===== config.mk =====
export PLATFORM = sky130hd
export DESIGN_NAME = vhc_remap
export DESIGN_NICKNAME = d
export VERILOG_FILES = /design/src/rtl/vhc_remap_pkg.sv /design/src/rtl/vhc_decode.sv /design/src/rtl/vhc_mode_cache.sv /design/src/rtl/vhc_wr_xlate.sv /design/src/rtl/vhc_rd_xlate.sv /design/src/rtl/vhc_remap.sv
export SDC_FILE = /design/constraint.sdc
export NUM_CORES = 1
export LEC_CHECK = 0
export ABC_CLOCK_PERIOD_IN_PS = 4450
export BUFFER_PORTS_ARGS = -buffer_cell sky130_fd_sc_hd__buf_4
export CELL_PAD_IN_SITES_DETAIL_PLACEMENT = 0
export CELL_PAD_IN_SITES_GLOBAL_PLACEMENT = 1
export CORE_MARGIN = 2
export CORE_UTILIZATION = 25
export CTS_BUF_LIST = sky130_fd_sc_hd__clkbuf_4
export DETAILED_ROUTE_END_ITERATION = 12
export PLACE_DENSITY_LB_ADDON = 0.05
export SKIP_CTS_REPAIR_TIMING = 1
export SKIP_LAST_GASP = 1
export SYNTH_ARGS = -nofsm -noshare
export SYNTH_HDL_FRONTEND = slang
export SYNTH_HIERARCHICAL = 1
export SYNTH_SLANG_ARGS = --single-unit
export TNS_END_PERCENT = 50

===== constraint.sdc =====
create_clock -name clk -period 4.45 [get_ports clk]
set_clock_uncertainty 0.2 [all_clocks]
set_input_delay 0.89 -clock clk [delete_from_list [all_inputs] [get_ports clk]]
set_output_delay 0.89 -clock clk [all_outputs]
set_load 0.02 [all_outputs]

===== src/rtl/vhc_remap_pkg.sv =====
`timescale 1ns/1ps
package vhc_remap_pkg;

  localparam int WORD_W = 32;
  localparam int LANES  = WORD_W / 8;
  localparam int MODE_W = 16;

  typedef enum logic [2:0] {
    K_PASS,
    K_HOSTCTL,
    K_MIXCTL,
    K_XFERCMD,
    K_BLKSIZE,
    K_VENDOR
  } acc_kind_e;

  // Vendor host-control halfword -> standard host-control byte.
  function automatic logic [7:0] hc_vendor_to_std(input logic [15:0] v);
    logic [7:0] s;
    s      = '0;
    s[0]   = v[0];      // LED
    s[1]   = v[1];      // 4-bit width
    s[5]   = v[2];      // 8-bit width
    s[4:3] = v[9:8];    // DMA select
    s[7:6] = v[7:6];    // card-detect test
    return s;
  endfunction

  // Standard host-control byte -> vendor host-control halfword (read view).
  function automatic logic [15:0] hc_std_to_vendor(input logic [7:0] s);
    logic [15:0] v;
    v      = '0;
    v[9:8] = s[4:3];
    v[1]   = s[1];
    v[2]   = s[5];
    return v;
  endfunction

  // Expand byte enables into a bit mask.
  function automatic logic [WORD_W-1:0] lane_mask(input logic [LANES-1:0] be);
    logic [WORD_W-1:0] m;
    for (int i = 0; i < LANES; i++) m[i*8 +: 8] = {8{be[i]}};
    return m;
  endfunction

  // Largest SDMA boundary code in block-size bits 14:12.
  function automatic logic [WORD_W-1:0] force_boundary(input logic [WORD_W-1:0] w);
    logic [WORD_W-1:0] r;
    r        = w;
    r[14:12] = 3'b111;
    return r;
  endfunction

endpackage


===== src/rtl/vhc_decode.sv =====
`timescale 1ns/1ps
module vhc_decode
  import vhc_remap_pkg::*;
#(
  parameter int                       ADDR_W    = 8,
  parameter int                       NUM_VEND  = 5,
  parameter logic [ADDR_W-1:0]        HC_OFF    = 8'h28,
  parameter logic [ADDR_W-1:0]        MIX_OFF   = 8'h48,
  parameter logic [ADDR_W-1:0]        XFER_OFF  = 8'h0C,
  parameter logic [ADDR_W-1:0]        BLK_OFF   = 8'h04,
  parameter logic [NUM_VEND*ADDR_W-1:0] VEND_OFFS = 40'h60_68_C0_CC_44
) (
  input  logic [ADDR_W-3:0] waddr,
  output acc_kind_e         kind
);
  localparam int WA = ADDR_W - 2;

  logic [NUM_VEND-1:0] vend_hit;

  for (genvar g = 0; g < NUM_VEND; g++) begin : g_vend
    localparam logic [ADDR_W-1:0] OFF = VEND_OFFS[g*ADDR_W +: ADDR_W];
    assign vend_hit[g] = (waddr == OFF[ADDR_W-1:2]);
  end

  always_comb begin
    if      (waddr == HC_OFF[ADDR_W-1:2])   kind = K_HOSTCTL;
    else if (waddr == MIX_OFF[ADDR_W-1:2])  kind = K_MIXCTL;
    else if (waddr == XFER_OFF[ADDR_W-1:2]) kind = K_XFERCMD;
    else if (waddr == BLK_OFF[ADDR_W-1:2])  kind = K_BLKSIZE;
    else if (|vend_hit)                     kind = K_VENDOR;
    else                                    kind = K_PASS;
  end

  // Word address width sanity (static).
  initial begin
    assert (WA >= 1) else $error("address too narrow");
  end
endmodule


===== src/rtl/vhc_mode_cache.sv =====
`timescale 1ns/1ps
module vhc_mode_cache #(
  parameter int MODE_W = 16
) (
  input  logic                clk,
  input  logic                rst_n,
  input  logic                wr_en,
  input  logic [MODE_W/8-1:0] lane_en,
  input  logic [MODE_W-1:0]   wdata,
  output logic [MODE_W-1:0]   mode_q
);
  localparam int NL = MODE_W / 8;

  for (genvar g = 0; g < NL; g++) begin : g_lane
    always_ff @(posedge clk or negedge rst_n) begin
      if (!rst_n)                   mode_q[g*8 +: 8] <= '0;
      else if (wr_en && lane_en[g]) mode_q[g*8 +: 8] <= wdata[g*8 +: 8];
    end
  end

  // without a mixed-control write the cached mode must hold.
  p_mode_hold_r5: assert property (@(posedge clk) disable iff (!rst_n)
    !wr_en |=> $stable(mode_q));
  // a full-lane write is captured exactly.
  p_mode_load_r5: assert property (@(posedge clk) disable iff (!rst_n)
    (wr_en && &lane_en) |=> mode_q == $past(wdata));
endmodule


===== src/rtl/vhc_wr_xlate.sv =====
`timescale 1ns/1ps
module vhc_wr_xlate
  import vhc_remap_pkg::*;
(
  input  logic              up_valid,
  input  logic              up_write,
  input  acc_kind_e         kind,
  input  logic [LANES-1:0]  up_be,
  input  logic [WORD_W-1:0] up_wdata,
  input  logic [7:0]        std_power,
  input  logic [MODE_W-1:0] mode_q,
  output logic              dn_valid,
  output logic [LANES-1:0]  dn_be,
  output logic [WORD_W-1:0] dn_wdata,
  output logic              mode_wr_en
);
  logic absorbed;
  logic cmd_upper;
  logic [WORD_W-1:0] en_data;

  assign absorbed   = (kind == K_VENDOR) || (kind == K_MIXCTL);
  assign dn_valid   = up_valid && !absorbed;
  assign mode_wr_en = up_valid && up_write && (kind == K_MIXCTL);
  assign cmd_upper  = up_be[2] || up_be[3];
  assign en_data    = up_wdata & lane_mask(up_be);

  always_comb begin
    dn_be    = up_be;
    dn_wdata = up_wdata;
    if (up_write) begin
      unique case (kind)
        K_HOSTCTL: dn_wdata = {up_wdata[31:16], std_power,
                               hc_vendor_to_std(up_wdata[15:0])};
        K_XFERCMD: if (cmd_upper) begin
          dn_be    = up_be | 4'b0011;
          dn_wdata = {up_wdata[31:16], en_data[15:0] | mode_q};
        end
        K_BLKSIZE: dn_wdata = force_boundary(up_wdata);
        default: ;
      endcase
    end
  end
endmodule


===== src/rtl/vhc_rd_xlate.sv =====
`timescale 1ns/1ps
module vhc_rd_xlate
  import vhc_remap_pkg::*;
(
  input  acc_kind_e         kind,
  input  logic [WORD_W-1:0] dn_rdata,
  output logic [WORD_W-1:0] up_rdata
);
  always_comb begin
    unique case (kind)
      K_HOSTCTL: up_rdata = {dn_rdata[31:16], hc_std_to_vendor(dn_rdata[7:0])};
      K_VENDOR,
      K_MIXCTL:  up_rdata = '0;
      default:   up_rdata = dn_rdata;
    endcase
  end
endmodule


===== src/rtl/vhc_remap.sv =====
`timescale 1ns/1ps
module vhc_remap
  import vhc_remap_pkg::*;
#(
  parameter int                         ADDR_W    = 8,
  parameter int                         NUM_VEND  = 5,
  parameter logic [ADDR_W-1:0]          HC_OFF    = 8'h28,
  parameter logic [ADDR_W-1:0]          MIX_OFF   = 8'h48,
  parameter logic [ADDR_W-1:0]          XFER_OFF  = 8'h0C,
  parameter logic [ADDR_W-1:0]          BLK_OFF   = 8'h04,
  parameter logic [NUM_VEND*ADDR_W-1:0] VEND_OFFS = 40'h60_68_C0_CC_44
) (
  input  logic              clk,
  input  logic              rst_n,
  input  logic              up_valid,
  input  logic              up_write,
  input  logic [ADDR_W-1:0] up_addr,
  input  logic [3:0]        up_be,
  input  logic [31:0]       up_wdata,
  output logic [31:0]       up_rdata,
  input  logic [7:0]        std_power,
  output logic              dn_valid,
  output logic              dn_write,
  output logic [ADDR_W-1:0] dn_addr,
  output logic [3:0]        dn_be,
  output logic [31:0]       dn_wdata,
  input  logic [31:0]       dn_rdata
);
  acc_kind_e         kind;
  logic [MODE_W-1:0] mode_q;
  logic              mode_wr_en;

  assign dn_write = up_write;
  assign dn_addr  = up_addr;

  vhc_decode #(
    .ADDR_W(ADDR_W), .NUM_VEND(NUM_VEND), .HC_OFF(HC_OFF), .MIX_OFF(MIX_OFF),
    .XFER_OFF(XFER_OFF), .BLK_OFF(BLK_OFF), .VEND_OFFS(VEND_OFFS)
  ) u_decode (
    .waddr (up_addr[ADDR_W-1:2]),
    .kind  (kind)
  );

  vhc_mode_cache #(.MODE_W(MODE_W)) u_cache (
    .clk     (clk),
    .rst_n   (rst_n),
    .wr_en   (mode_wr_en),
    .lane_en (up_be[1:0]),
    .wdata   (up_wdata[15:0]),
    .mode_q  (mode_q)
  );

  vhc_wr_xlate u_wr (
    .up_valid   (up_valid),
    .up_write   (up_write),
    .kind       (kind),
    .up_be      (up_be),
    .up_wdata   (up_wdata),
    .std_power  (std_power),
    .mode_q     (mode_q),
    .dn_valid   (dn_valid),
    .dn_be      (dn_be),
    .dn_wdata   (dn_wdata),
    .mode_wr_en (mode_wr_en)
  );

  vhc_rd_xlate u_rd (
    .kind     (kind),
    .dn_rdata (dn_rdata),
    .up_rdata (up_rdata)
  );

  // ordinary addresses are forwarded untouched.
  p_pass_r1: assert property (@(posedge clk) disable iff (!rst_n)
    (up_valid && kind == K_PASS) |->
      (dn_valid && dn_be == up_be && dn_wdata == up_wdata && up_rdata == dn_rdata));
  // host-control writes carry the power byte and keep the upper half.
  p_hc_power_r3: assert property (@(posedge clk) disable iff (!rst_n)
    (up_valid && up_write && kind == K_HOSTCTL) |->
      (dn_valid && dn_wdata[15:8] == std_power && dn_wdata[31:16] == up_wdata[31:16]));
  // mixed-control accesses never reach the standard controller.
  p_mix_absorb_r5: assert property (@(posedge clk) disable iff (!rst_n)
    (up_valid && kind == K_MIXCTL) |-> (!dn_valid && up_rdata == '0));
  // every forwarded command-word write contains all cached mode bits.
  p_cmd_merge_r6: assert property (@(posedge clk) disable iff (!rst_n)
    (dn_valid && dn_write && kind == K_XFERCMD && (up_be[2] || up_be[3])) |->
      ((dn_wdata[15:0] & mode_q) == mode_q && dn_be[1:0] == 2'b11));
  // forwarded block-size writes carry the largest boundary code.
  p_boundary_r7: assert property (@(posedge clk) disable iff (!rst_n)
    (dn_valid && dn_write && kind == K_BLKSIZE) |-> dn_wdata[14:12] == 3'b111);
  // vendor-only registers are quiet and read as zero.
  p_vendor_quiet_r8: assert property (@(posedge clk) disable iff (!rst_n)
    (up_valid && kind == K_VENDOR) |-> (!dn_valid && up_rdata == '0));
endmodule


Yosys cells after proc, flatten, opt, wreduce, memory -nomap -nowiden --
Index checks and enable logic that the tools add are counted.
Word-level totals: register bits 16, input bits 88, output and inout bits 78, word-level logic and storage cells 40
Cells by class: equal/unequal tests 14, muxes and demuxes 12, bitwise logic cells 2, reductions and logical operators 10
Operators by type and width (count):
- 32-bit one-hot mux with 2 select lines | 1
- 16-bit one-hot mux with 3 select lines | 1
- 16-bit two-way mux | 2
- 6-bit by 5-bit equality test with 1-bit output, second input constant | 4
- 16-bit bitwise AND | 1
- 16-bit bitwise OR | 1
- 3-bit two-way mux | 5
- 6-bit equality test, second input constant | 2
- 3-bit by 2-bit equality test with 1-bit output, second input constant | 2
- 3-bit equality test, second input constant | 2
- 6-bit by 1-bit equality test with 1-bit output, second input constant | 1
- 6-bit by 2-bit equality test with 1-bit output, second input constant | 1
- 6-bit by 4-bit equality test with 1-bit output, second input constant | 1
- 2-bit two-way mux | 3
- 1-bit logical AND | 5
- 5-bit OR reduction | 1
- 3-bit by 1-bit equality test with 1-bit output, second input constant | 1
- 1-bit logical OR | 2
- 2-bit OR reduction | 1
- 1-bit logical NOT | 1

Depth between registers and ports, before layout --
depth in word-level cells 11, mapped depth 8, mapped depth without buffers 7

Modules after synthesis --
Netlist, hierarchy kept.
By module, submodules not included:
- vhc_mode_cache | instances 1, cells an instance 34, area an instance 593.1 sq um, sequential area each 400.4 sq um
- vhc_wr_xlate | instances 1, cells an instance 75, area an instance 565.5 sq um, sequential area each 0.0 sq um
- vhc_rd_xlate | instances 1, cells an instance 50, area an instance 330.3 sq um, sequential area each 0.0 sq um
- vhc_decode | instances 1, cells an instance 18, area an instance 137.6 sq um, sequential area each 0.0 sq um
- vhc_remap | instances 1, cells an instance 9, area an instance 67.6 sq um, sequential area each 0.0 sq um

Least setup slack after synthesis --
Ideal clock, no wire load.
path type input to output, start point input port up_addr[7], end point output port dn_wdata[10], arrival 3.055 ns, slack 0.305 ns, stages on the path 8, path buffers 2, cells stage by stage nand2b_1 nor4_1 buf_4 and3b_1 nor2b_4 buf_6 a22oi_1 o2bb2ai_1
Between the ends: elaborated cells on any way between the ends 20, those cells by class 12 x eq/ne; 7 x mux; 1 x reduce/logical
RTL lines:
- start, declared | line vhc_remap.sv:17 | input logic [ADDR_W-1:0] up_addr,
- 6-bit by 1-bit equality test with 1-bit output | line vhc_decode.sv:29 | else if (waddr == BLK_OFF[ADDR_W-1:2]) kind = K_BLKSIZE;
- 3-bit two-way mux | line vhc_decode.sv:29
- 3-bit two-way mux | line vhc_decode.sv:28 | else if (waddr == XFER_OFF[ADDR_W-1:2]) kind = K_XFERCMD;
- 3-bit two-way mux | line vhc_decode.sv:27 | else if (waddr == MIX_OFF[ADDR_W-1:2]) kind = K_MIXCTL;
- 3-bit two-way mux * | line vhc_decode.sv:26 | if (waddr == HC_OFF[ADDR_W-1:2]) kind = K_HOSTCTL;
- via kind[1] | line vhc_remap.sv:29 | acc_kind_e kind;
- 3-bit equality test (tied with other cells) | line vhc_wr_xlate.sv:31 | unique case (kind)
- 16-bit one-hot mux with 3 select lines * | line vhc_wr_xlate.sv:31
- 16-bit two-way mux * | line vhc_wr_xlate.sv:30 | if (up_write) begin
- end, declared | line vhc_remap.sv:26 | output logic [31:0] dn_wdata,
Mark *: on every way through the listed nets, which the timed path passes. The rest lies on a longest branch.

Final worst setup path --
start point input port up_addr[7], end point output port dn_wdata[9]
Between the ends: cells in the longest elaborated chain, start to end 10, elaborated cells on any way between the ends 20, those cells by class 12 x eq/ne; 7 x mux; 1 x reduce/logical
Ends and longest elaborated chain:
- 6-bit by 5-bit equality test with 1-bit output or 6-bit equality test (tied branches) | line vhc_decode.sv:22 | assign vend_hit[g] = (waddr == OFF[ADDR_W-1:2]);
- 5-bit OR reduction | line vhc_decode.sv:30 | else if (|vend_hit) kind = K_VENDOR;
- 3-bit two-way mux | line vhc_decode.sv:30
- 3-bit two-way mux | line vhc_decode.sv:29
- 3-bit two-way mux | line vhc_decode.sv:28
- 3-bit two-way mux | line vhc_decode.sv:27
- 3-bit two-way mux * | line vhc_decode.sv:26
- via kind[0] | line vhc_remap.sv:29
- 3-bit equality test (tied with other cells) | line vhc_wr_xlate.sv:31
- 16-bit one-hot mux with 3 select lines * | line vhc_wr_xlate.sv:31
- 16-bit two-way mux * | line vhc_wr_xlate.sv:30
Marked as above.

==> qor.log <==
qor: critical_path.timing.critical_path.max_delay_family compound AO/OA/AOI/OAI gates
qor: die.io-pin-count 166
qor: synth.synth_top_area_cell sky130_fd_sc_hd__dfrtp_1
qor: grt.via_count_of_the_first_global_routing_pass 1642
qor: sta.report.final.setup_viol 0
qor: drt.detail_route.wl_per_cell 14.0 um
qor: sta.rsz0062_at_grt false
qor: synth.synth-seq-cells 16
qor: synth.synth-seq-area-share 23.6%
qor: critical_path.critPathMaxStageDelay 0.31 ns
qor: drt.met2WireLength 2.43 mm
qor: finish.reg_top3 u_cache/mode_q (16)
qor: die.initial_core_utilization 25.4%
qor: pwr.power_density 186 nW/um^2
qor: pwr.power.switching_fraction 34.1%
qor: drt.detailedRoute.firstPassIterationCount 4
qor: synth.synth_xor_xnor_area_share 0.517%
qor: finish.synthToLayoutAreaGrowth 51.3%
qor: place.gp_congestion 0.685
qor: critical_path.crit_path_start_kind primary input
qor: synth.yosys.area_share.simple 28.1%
qor: pwr.internal_power 0.000315 W
qor: grt.grt_pass1_wl 7.80 mm
qor: cts.tritoncts.num_buffers 3
qor: grt.grt-ovfl-total 0
qor: cts.cts-root-buf sky130_fd_sc_hd__clkbuf_4
qor: sta.finalSetupTns 0 ns
qor: finish.n_antenna_cell 0
qor: synth.yosys.cell_count.top_type sky130_fd_sc_hd__buf_4
qor: finish.largest_register_ff_count 16
qor: synth.synth.distinct_cells 42
qor: pwr.share_seq_of_total_power 34.2%
qor: critical_path.crit_path_cell_trace buf_4 -> nand2b_1 -> a311oi_1 -> o32ai_2 -> buf_4 -> and3b_1 -> o21ai_0 -> nand3_1 -> o2bb2ai_1 -> buf_4
qor: finish.final_nets 377
qor: drt.dr.max_layer_used met4
qor: die.core-area 6680 um^2
qor: critical_path.crit_path_slowest_cell sky130_fd_sc_hd__a311oi_1
qor: synth.postSynthAreaPerCell 9.11 um^2
qor: pwr.clkPwrFrac 15.6%
qor: synth.count_of_flip_flops_with_a_built_in_enable_after_synthesis 0
qor: drt.met3_length 614 um
qor: drt.wirelength_met1 2.07 mm
qor: pwr.switchingPower 0.000163 W
qor: cts.cts.reportedPaths.clkPinSlew 0.09 ns
qor: drt.vias 1706
qor: finish.drive_gt1_share 61.0%
qor: sta.min_period 3.92 ns
qor: sta.timing.final.crit_share 88.0%
qor: synth.post_synth_fa_ha_maj_area_fraction 0%
qor: drt.post-route-drc-count 0
qor: drt.wl 5.15 mm
qor: synth.synth.cells.most_frequent 29 x sky130_fd_sc_hd__buf_4, 17 x sky130_fd_sc_hd__and2_1, 16 x sky130_fd_sc_hd__dfrtp_1, 16 x sky130_fd_sc_hd__mux2_2, 12 x sky130_fd_sc_hd__and2_2
qor: critical_path.critical_path.max_fanout 14
qor: critical_path.cp_data_arrival_time 2.83 ns
qor: synth.synth_compound_area_share 20.8%
qor: critical_path.timing.critical_path.to_type output pin
qor: sta.max_clock_freq 255 MHz
qor: sta.max_slew.worst_pin.slew 0.626 ns
qor: die.fp.dieW 86.3 um
qor: critical_path.worst-endpoint-required 3.36 ns
qor: synth.synth_top_family_by_area simple AND/OR/NAND/NOR gates
qor: die.std_cell_rows 30
qor: sta.timing.final.hold_violations 0
qor: synth.post_synth_instance_area 1690 um^2
qor: cts.clock_sink_count 16
qor: drt.ant_nets 0
qor: status.run_status finished, final reports clean
qor: synth.yosys-top-cells-area sky130_fd_sc_hd__dfrtp_1 24%, sky130_fd_sc_hd__buf_4 13%, sky130_fd_sc_hd__mux2_2 11%
qor: place.hpwlAfterDp 4.22 mm
qor: min_path.min-delay-path-class primary input to asynchronous set/reset pin
qor: synth.post_syn_instances 186
qor: pwr.fin_total_pwr 0.000478 W
qor: synth.yosys_warnings 6
qor: pwr.power.leakage 1.27 nW
qor: pwr.combPwrFrac 50.3%
qor: critical_path.path_common_cell sky130_fd_sc_hd__buf_4
qor: grt.track_usage 12.8%
qor: sta.report.final.slew_viol_count 0
qor: synth.share_of_yosys_cell_area_claimed_by_the_top_area_cell_type 23.6%
qor: cts.clk_latency 0.27 ns
qor: die.die_height 86.3 um
qor: sta.maxSlewHeadroom 58.2%
qor: run.drv_cap 0
qor: grt.maximum_number_of_pins_on_one_net_before_global_route_repair 18
qor: cts.ctsLongestPathBuffers 2
qor: cts.tritoncts built
qor: drt.viasPerCell 4.65
qor: critical_path.cp.buffers_inverters 3
qor: critical_path.timing_worst_setup_path_type primary input to output pin
qor: synth.synth_top_flop_cell sky130_fd_sc_hd__dfrtp_1
qor: synth.post_synth_mux_area_share 11.2%
qor: cts.h-tree-depth 1
qor: drt.drt_first_iter_violations 74
qor: grt.antenna_violations_before_repair 0
qor: die.die_area 7450 um^2
qor: synth.synth_async_sr_flop_share 100%
qor: place.place.port_buffers 129
qor: synth.mappedNetlistNets 274
qor: pwr.peakVddDrop 0.131 mV
qor: finish.top_register u_cache/mode_q
stage by stage:
stage	instance area, um^2	setup slack (ns)	util (%)	hold slack [ns]	cells
global placement	2540	0.522	38.0	0.294	364
CTS	2560	0.520	38.4	0.248	367
finish	2560	0.534	38.4	0.249	367
global route	2560	0.307	38.4	0.246	367
detailed placement	2540	0.508	38.0	0.297	364
floorplan	1690	0.305	-	0.280	186
cells in the final DEF, fill, tap and decap left out, drive strengths merged, types with 8 or more instances in the layout:
cell     netlist  layout
nand2          8       8
a22oi          8       8
mux2          16      16
dfrtp         16      16
buf           34     133
and2          29      29
o2bb2ai       11      11
a21oi          9       9
final timing paths:
check | to | cells after the start | startpoint | slack (ns)
min reg2reg | u_cache/mode_q[2] | 1 | u_cache/mode_q[2] | 0.31
min | u_cache/mode_q[11] | 1 | rst_n | 0.25
max reg2reg | u_cache/mode_q[13] | 1 | u_cache/mode_q[13] | 3.48
max | dn_wdata[9] | 10 | up_addr[7] | 0.53
max in group asynchronous | u_cache/mode_q[1] | 1 | rst_n | 3.61
min in group clk | u_cache/mode_q[2] | 1 | u_cache/mode_q[2] | 0.31
per-layer routing:
| metal | track usage, % | vias to the layer above |
|---|---|---|
| met3 | 3.43 | 6 |
| li1 | - | 843 |
| met5 | 0 | - |
| met1 | 14.7 | 758 |
| met2 | 23.1 | 99 |
| met4 | 3.69 | 0 |
power by group through the flow:
stage,Combinational [W],Clock (W),Sequential (W)
floorplan,0.000148,0,0.000164
global placement,0.000244,0,0.000166
detailed placement,0.000243,0,0.000166
CTS,0.000244,0.0000792,0.000163
global route,0.000259,0.0000863,0.000165
finish,0.000240,0.0000744,0.000163
kinds of logic after synthesis:
| logic type | Yosys count |
|---|---|
| AND/OR/NAND/NOR | 69 |
| flip-flops | 16 |
| AO/OA/AOI/OAI | 48 |
| XOR/XNOR | 1 |
| buffers and inverters | 35 |
| multiplexers | 17 |
area by class of cell:
type	count	area (um^2)
repair buffers	133	998
flip-flops and latches	16	400
fillers	702	4120
clock buffers	3	22.5
multi-input cells	135	1040
well taps	80	100
No activity file was read; power rests on OpenSTA's default activity.
